File: src/rtl/lcell_pkg.sv
// Package: shared types and sizing helpers for the dual-table logic cell.
// Assumes K >= 1 so each table holds at least two bits.
package lcell_pkg;

    // Output-mode encodings held in the configuration chain's last stage.
    typedef enum logic {
        OUT_REGISTERED    = 1'b0,
        OUT_COMBINATIONAL = 1'b1
    } out_mode_e;

    // Number of truth-table rows for a K-input table.
    function automatic int table_rows(input int k);
        return 1 << k;
    endfunction

endpackage

File: src/rtl/cell_lut.sv
// Module: cell_lut
// One K-input lookup table whose contents form a segment of a serial chain.
// New bits enter at row 0 and move toward the top row. The top row is the
// segment's serial output. Contents are not reset; they change only while
// shift_en is high. Assumes K >= 1.
module cell_lut #(
    parameter int K = 3
) (
    input  logic         clk,
    input  logic         rst_n,
    input  logic         shift_en,
    input  logic         shift_in,
    input  logic [K-1:0] addr,
    output logic         shift_out,
    output logic         rd_bit
);
    import lcell_pkg::*;

    localparam int ROWS = table_rows(K);

    logic [ROWS-1:0] rows_q;

    // Shift the truth table by one row while configuration is active.
    always_ff @(posedge clk) begin
        if (shift_en) begin
            rows_q <= {rows_q[ROWS-2:0], shift_in};
        end
    end

    // Read the row addressed by the input group.
    always_comb begin
        rd_bit    = rows_q[addr];
        shift_out = rows_q[ROWS-1];
    end

    // the incoming serial bit lands in row 0.
    assert_shift_entry_R4: assert property (@(posedge clk) disable iff (!rst_n)
        shift_en |=> (rows_q[0] == $past(shift_in)));

    // contents hold while configuration is idle.
    assert_table_hold_R4: assert property (@(posedge clk) disable iff (!rst_n)
        !shift_en |=> $stable(rows_q));

endmodule

File: src/rtl/cell_out_stage.sv
// Module: cell_out_stage
// Picks one of two table bits, optionally registers the result, and drives
// the cell output. The register has a clock enable and a synchronous
// active-low clear. The output is forced low during configuration.
module cell_out_stage (
    input  logic                 clk,
    input  logic                 rst_n,
    input  logic                 ce,
    input  logic                 cfg_en,
    input  lcell_pkg::out_mode_e mode,
    input  logic                 bit0,
    input  logic                 bit1,
    input  logic                 sel,
    output logic                 y
);
    import lcell_pkg::*;

    logic pick;
    logic q;

    // Two-way choice between the table outputs.
    always_comb begin
        pick = sel ? bit1 : bit0;
    end

    // Output register: clear on reset, capture when enabled.
    always_ff @(posedge clk) begin
        if (!rst_n) begin
            q <= 1'b0;
        end else if (ce) begin
            q <= pick;
        end
    end

    // Output select: quiet during configuration, else bypass or register.
    always_comb begin
        if (cfg_en) begin
            y = 1'b0;
        end else if (mode == OUT_COMBINATIONAL) begin
            y = pick;
        end else begin
            y = q;
        end
    end

    // reset clears the register by the following cycle.
    assert_reset_clear_R9: assert property (@(posedge clk)
        !rst_n |=> (q == 1'b0));

    // register holds while the clock enable is low.
    assert_ce_hold_R8: assert property (@(posedge clk) disable iff (!rst_n)
        !ce |=> $stable(q));

    // register captures the chosen table bit on an enabled edge.
    assert_capture_R7: assert property (@(posedge clk) disable iff (!rst_n)
        ce |=> (q == $past(pick)));

endmodule

File: src/rtl/dual_lut_cell.sv
// Module: dual_lut_cell (top)
// Configurable logic cell: two K-input tables, a select-driven 2-to-1 choice
// and an optional output register. The configuration chain runs
// cfg_in -> table 0 -> table 1 -> output-mode bit -> cfg_out. With the mode
// bit fed first, it ends in the last stage. Configuration is not reset.
module dual_lut_cell #(
    parameter int K = 3
) (
    input  logic         clk,
    input  logic         rst_n,
    input  logic         cfg_en,
    input  logic         cfg_in,
    output logic         cfg_out,
    input  logic [K-1:0] lut0_in,
    input  logic [K-1:0] lut1_in,
    input  logic         sel,
    input  logic         ce,
    output logic         y
);
    import lcell_pkg::*;

    localparam int NUM_TABLES = 2;

    logic [NUM_TABLES:0]   link;
    logic [NUM_TABLES-1:0] tbl_bit;
    logic [K-1:0]          tbl_addr [NUM_TABLES];
    out_mode_e             mode_q;

    always_comb begin
        link[0]     = cfg_in;
        tbl_addr[0] = lut0_in;
        tbl_addr[1] = lut1_in;
    end

    // One table per chain segment, chained in index order.
    for (genvar t = 0; t < NUM_TABLES; t++) begin : g_table
        cell_lut #(.K(K)) u_lut (
            .clk       (clk),
            .rst_n     (rst_n),
            .shift_en  (cfg_en),
            .shift_in  (link[t]),
            .addr      (tbl_addr[t]),
            .shift_out (link[t+1]),
            .rd_bit    (tbl_bit[t])
        );
    end

    // Output-mode bit: last stage of the configuration chain.
    always_ff @(posedge clk) begin
        if (cfg_en) begin
            mode_q <= out_mode_e'(link[NUM_TABLES]);
        end
    end

    always_comb begin
        cfg_out = mode_q;
    end

    cell_out_stage u_out (
        .clk    (clk),
        .rst_n  (rst_n),
        .ce     (ce),
        .cfg_en (cfg_en),
        .mode   (mode_q),
        .bit0   (tbl_bit[0]),
        .bit1   (tbl_bit[1]),
        .sel    (sel),
        .y      (y)
    );

    // the chain tail takes the top row of table 1 on each shift.
    assert_chain_tail_R5: assert property (@(posedge clk) disable iff (!rst_n)
        cfg_en |=> (cfg_out == $past(link[NUM_TABLES])));

    // the output stays low during configuration.
    assert_cfg_quiet_R10: assert property (@(posedge clk) disable iff (!rst_n)
        cfg_en |-> (y == 1'b0));

endmodule

File: config.mk
export PLATFORM = sky130hd
export DESIGN_NAME = dual_lut_cell
export DESIGN_NICKNAME = d
export VERILOG_FILES = /design/src/rtl/lcell_pkg.sv /design/src/rtl/cell_lut.sv /design/src/rtl/cell_out_stage.sv /design/src/rtl/dual_lut_cell.sv
export SDC_FILE = /design/constraint.sdc
export NUM_CORES = 1
export LEC_CHECK = 0
export ABC_AREA = 1
export CAP_MARGIN = 25
export CORE_MARGIN = 1
export CORE_UTILIZATION = 41
export DETAILED_ROUTE_END_ITERATION = 12
export DONT_BUFFER_PORTS = 1
export REMOVE_ABC_BUFFERS = 1
export SYNTH_ARGS = -nofsm -noshare
export SYNTH_HDL_FRONTEND = slang
export SYNTH_HIERARCHICAL = 1
export SYNTH_SLANG_ARGS = --single-unit
File: constraint.sdc
create_clock -name clk -period 1 [get_ports clk]
set_input_delay 0.2 -clock clk [delete_from_list [all_inputs] [get_ports clk]]
set_output_delay 0.2 -clock clk [all_outputs]
set_load 0.1 [all_outputs]
======== Word-level counts from Yosys, hierarchy flattened ========
Index checks and enable logic that the tools add are counted.
operators by class
  $add $sub $neg .......................... 0
  multipliers ............................. 0
  div/mod/pow operators ................... 0
  magnitude comparators ................... 2
  equal/unequal tests ..................... 0
  shift-type cells ........................ 0
  mux-type cells .......................... 7
  bitwise gates (word level) .............. 0
  reductions and logical operators ........ 0
operators with widths
  cell                                                 count
  < comparator 3 x 4 -> 1 bit (second input constant)  2
  binary-select mux 1 bit (select 3 bit)               2
  two-way mux 1 bit                                    5
storage, ports and cells
  register bits ........................... 18
  latch bits .............................. 0
  memory bits (writable) .................. 0
  bits in read-only memories .............. 0
  input bits .............................. 12
  output and inout port bits .............. 2
  logic and storage cells ................. 13
  memories kept ........................... 0

======== Depth between registers and ports, before layout ========
  word-level depth ........................ 5
  mapped depth ............................ 10
  mapped depth without buffers ............ 10

======== Modules after synthesis ========
Netlist, hierarchy kept.
by module, submodules not included
  module          instances  cells each  area each (um^2)  seq. area each (um^2)
  cell_lut        2          36          350.3             240.2
  cell_out_stage  1          15          77.6              20.0
  dual_lut_cell   1          1           30.0              30.0

======== Worst setup path after synthesis ========
OpenSTA, ideal clock, no wires.
  kind .................................... register to output
  start point ............................. reg mode_q, in the netlist cfg_out
  end point ............................... out y
  data arrival time ....................... 1.762 ns
  data required time ...................... 0.800 ns
  setup slack ............................. -0.962 ns
  cell stages (with the launch flop) ...... 5
  path buffers ............................ 0
  path through ............................ edfxtp_1 nor2_1 nor2_1 nand2_1 inv_1
between the ends
  cells in the longest elaborated chain, start to end .. 2
RTL lines
  what                      RTL line              text
  start: declaration        dual_lut_cell.sv:27   out_mode_e mode_q;
  start signal: assignment  dual_lut_cell.sv:51   mode_q <= out_mode_e'(link[NUM_TABLES]);
  two-way mux 1 bit         cell_out_stage.sv:39  end else if (mode == OUT_COMBINATIONAL) begin
  two-way mux 1 bit         cell_out_stage.sv:37  if (cfg_en) begin
  end: declaration          dual_lut_cell.sv:18   output logic y
Every way passes these cells.

======== Final worst setup path ========
  start point ............................. reg g_table[1].u_lut.rows_q[0]
  end point ............................... out y
between the ends
  cells in the longest elaborated chain, start to end .. 5
RTL lines
  what                                     RTL line              text
  start: declaration                       cell_lut.sv:21        logic [ROWS-1:0] rows_q;
  start signal: assignment                 cell_lut.sv:26        rows_q <= {rows_q[ROWS-2:0], shift_in};
  binary-select mux 1 bit (select 3 bit)   cell_lut.sv:32        rd_bit = rows_q[addr];
  two-way mux 1 bit (implied by the code)  cell_lut.sv:32
  net tbl_bit[1]                           dual_lut_cell.sv:25   logic [NUM_TABLES-1:0] tbl_bit;
  two-way mux 1 bit                        cell_out_stage.sv:23  pick = sel ? bit1 : bit0;
  two-way mux 1 bit                        cell_out_stage.sv:39
  two-way mux 1 bit                        cell_out_stage.sv:37
The timed path passes the listed nets, and every way through them passes these cells. The select of a mux whose other input is x is not followed.

==> flow_metrics.tcl <==
set metrics [dict create \
    die_w_um 46.4 \
    tightest_slew_ns 0.111 \
    max-slew-margin-rel_pct 92.6 \
    final_layout_size_suffix_gt1_share_pct 24.1 \
    floorplan.die.height_um 46.4 \
    netlist.area_leader.share_pct 63.2 \
    placement_rows 15 \
    ff_latch_area_um2 531 \
    path_clk_slew_ns 0.11 \
    ctsHtreeMaxLevel 1 \
    power.density_nw_per_um2 1420 \
    path_class "flip-flop to output port" \
    final_core_occ_pct 59.0 \
    number_of_antenna_violations_at_the_first_check_in_global_routing 0 \
    routed_wirelength_um 1360 \
    detailedPlacementHpwl_um 923 \
    syn_inst 88 \
    drt_drc_violations_left 0 \
    crit_chain "inv_1 -> nand2_1 -> nand3_1 -> nand2_1 -> nand2_1 -> nand2_1 -> nand2_1 -> nand3_1 -> nand2_1 -> inv_2 -> buf_12" \
    crit_path_arrival_time_ns 1.51 \
    core_box_area_um2 1780 \
    cts_tree "built" \
    cts_buffers 3 \
    total_power_mw 1.50 \
    maxClockFrequency_ghz 0.586 \
    yosys_register_bits 18 \
    critical-path-slowest-cell "edfxtp_1" \
    outcome "finished, violations left" \
    grt_pass1_vias 545 \
    critPathLaunchType "flip-flop" \
    whs_path_depth 0 \
    reg2regPathDepth 11 \
    path_common_cell "nand2_1" \
    hold_viol_final 0 \
    filler_cells 158 \
    io_buffer_count 0 \
    routabilityCongestion 0.714 \
    insertion_delay_ns 0.30 \
    yosysWarnings 6 \
    clock_path_buffers 2 \
    synthesis.area_um2 808 \
    initial_cell_density_of_the_core_pct 45.3 \
    critical_path_required_ns 0.80 \
    multi_input_area_um2 185 \
    r2r_end "u_out/q$_SDFFE_PN0P_" \
    netlist-cell-type-count 8 \
    worst_path_dominant_cell_family "simple AND/OR/NAND/NOR gates" \
    setup.worst_path.end_class "output port" \
    pin_count_of_the_biggest_net_entering_global_routing 19 \
    critical_path_peak_fanout 2 \
    syn_avg_cell_area_um2 9.18 \
    reg2reg_slack_ns -0.19 \
    finalNetCount 125 \
    dr.first_iter.drc_count 3 \
    count_of_pins_over_their_slew_limit 0 \
    postLayoutSetupSlackWorst_ns -0.708 \
    clock-skew-final_ns 0.0115 \
    wl_per_cell_um 9.94 \
    tritoncts_num_sinks 18 \
    cts.hold.buffers_added 1 \
    maxCapViolations 0 \
    firstDrtPassIters 4 \
    finalSetupViolCount 3 \
    num_vias 583 \
    track_usage_pct 14.2 \
    diodes 0 \
    viasPerCell 4.26 \
    failing_checks "negative setup slack" \
    hold-path-endpoint "g_table[1].u_lut/rows_q[0]$_DFFE_PP_" \
    static_leakage_nw 0.543 \
    floorplan.die_area_um2 2150 \
    synth-seq-area-share_pct 65.6 \
    r2r_start "g_table[1].u_lut/rows_q[0]$_DFFE_PP_" \
    period_share_pct 171 \
    rsz_0062_raised_after_global_routing "true" \
    overflow 0 \
    power.ir.vdd_worst_mv 0.695 \
    layout.cells.most_common "nand2_1" \
    grt_pass1_wl_um 2060 \
    top_level_ports 14 \
    whs_ns 0.00324 \
    drt.antenna.violating_nets 0 \
    finalWorstPathRequiredPeriod_ns 1.71 \
    areaGrowthSynthToFinish_pct 30.2 \
    cp.buffers_inverters 3 \
    min-delay-path-class "input port to flip-flop" \
    most-common-layout-cells "29 x nand2_1, 23 x inv_1, 17 x edfxtp_1, 16 x buf_4, 9 x nand3_1" \
    synth_top_area_cell "edfxtp_1" \
    hold_path.startpoint "cfg_en" \
    cts_root_buf "clkbuf_4" \
    critPathMaxStageDelay_ns 0.40 \
    synth.area.top_cells "edfxtp_1 63%, nand2_1 13%, inv_1 11%" \
]
## logic make-up after synthesis
logic type	synth area share (%)
buffers and inverters	12.1
flip-flops	65.6
AND/OR/NAND/NOR	22.3
## synthesized netlist by cell type
cell type,number
edfxtp_1,17
dfxtp_1,1
nand3_1,10
inv_2,2
nand2_2,1
inv_1,24
nand2_1,29
nor2_1,4
## metrics by stage
step,setup slack (ns),instance area [µm²],TNS (ns),cells
floorplan,-0.962,808,-1.10,88
global placement,-0.333,935,-0.461,124
detailed placement,-0.350,935,-0.501,124
CTS,-0.679,1010,-1.05,134
global route,-0.866,1050,-1.50,137
finish,-0.708,1050,-1.15,137
## worst register-to-register path: cells and delay by family, from the launching register on
family / cells / cell delay, ns
buffers and inverters: 3 / 0.20
DFF: 1 / 0.40
and+or+nand+nor: 8 / 0.49
## repair_timing
item                       CTS  global route
gates cloned                 0             0
setup endpoints to repair    3             3
pin swaps                    5             3
buffers inserted             5             3
hold endpoints to repair    18            17
resized for setup            1             5
## metal layers
metal | vias to the layer above | track usage, % | share of wire (%)
li1 | 316 | - | -
met5 | - | 0 | 0
met4 | 0 | 8.82 | 0.44
met1 | 257 | 15.5 | 45
met2 | 8 | 22.5 | 51
met3 | 2 | 5.88 | 3.9
## flip-flops by register name, summed over array words and instances, names as in the netlist
signal	flops
g_table.u_lut/rows_q	16
cfg_out	1
u_out/q	1
## where the power goes
group	switching [mW]	internal (mW)
logic	0.107	0.106
registers	0.0220	0.875
clock network	0.231	0.155
## how the worst max path moves through the flow
stage / start / end / slack [ns] / cells past startpoint
finish: g_table[1].u_lut/rows_q[0]$_DFFE_PP_ / y / -0.71 / 11
global route: g_table[1].u_lut/rows_q[0]$_DFFE_PP_ / y / -0.87 / 11
CTS: g_table[0].u_lut/rows_q[5]$_DFFE_PP_ / y / -0.68 / 11
detailed placement: g_table[1].u_lut/rows_q[1]$_DFFE_PP_ / y / -0.35 / 11
global placement: g_table[0].u_lut/rows_q[7]$_DFFE_PP_ / y / -0.33 / 11
floorplan: cfg_out$_DFFE_PP_ / y / -0.96 / 4
## layout make-up
cell class              instances  share of cell area [%]
multi-input cells              44                    17.6
clock buffers                   4                    2.50
inverters                      26                    9.27
well taps                      25                    2.97
flip-flops and latches         18                    50.4
repair buffers                 20                    17.2
Power figures use the tool's default switching activity.
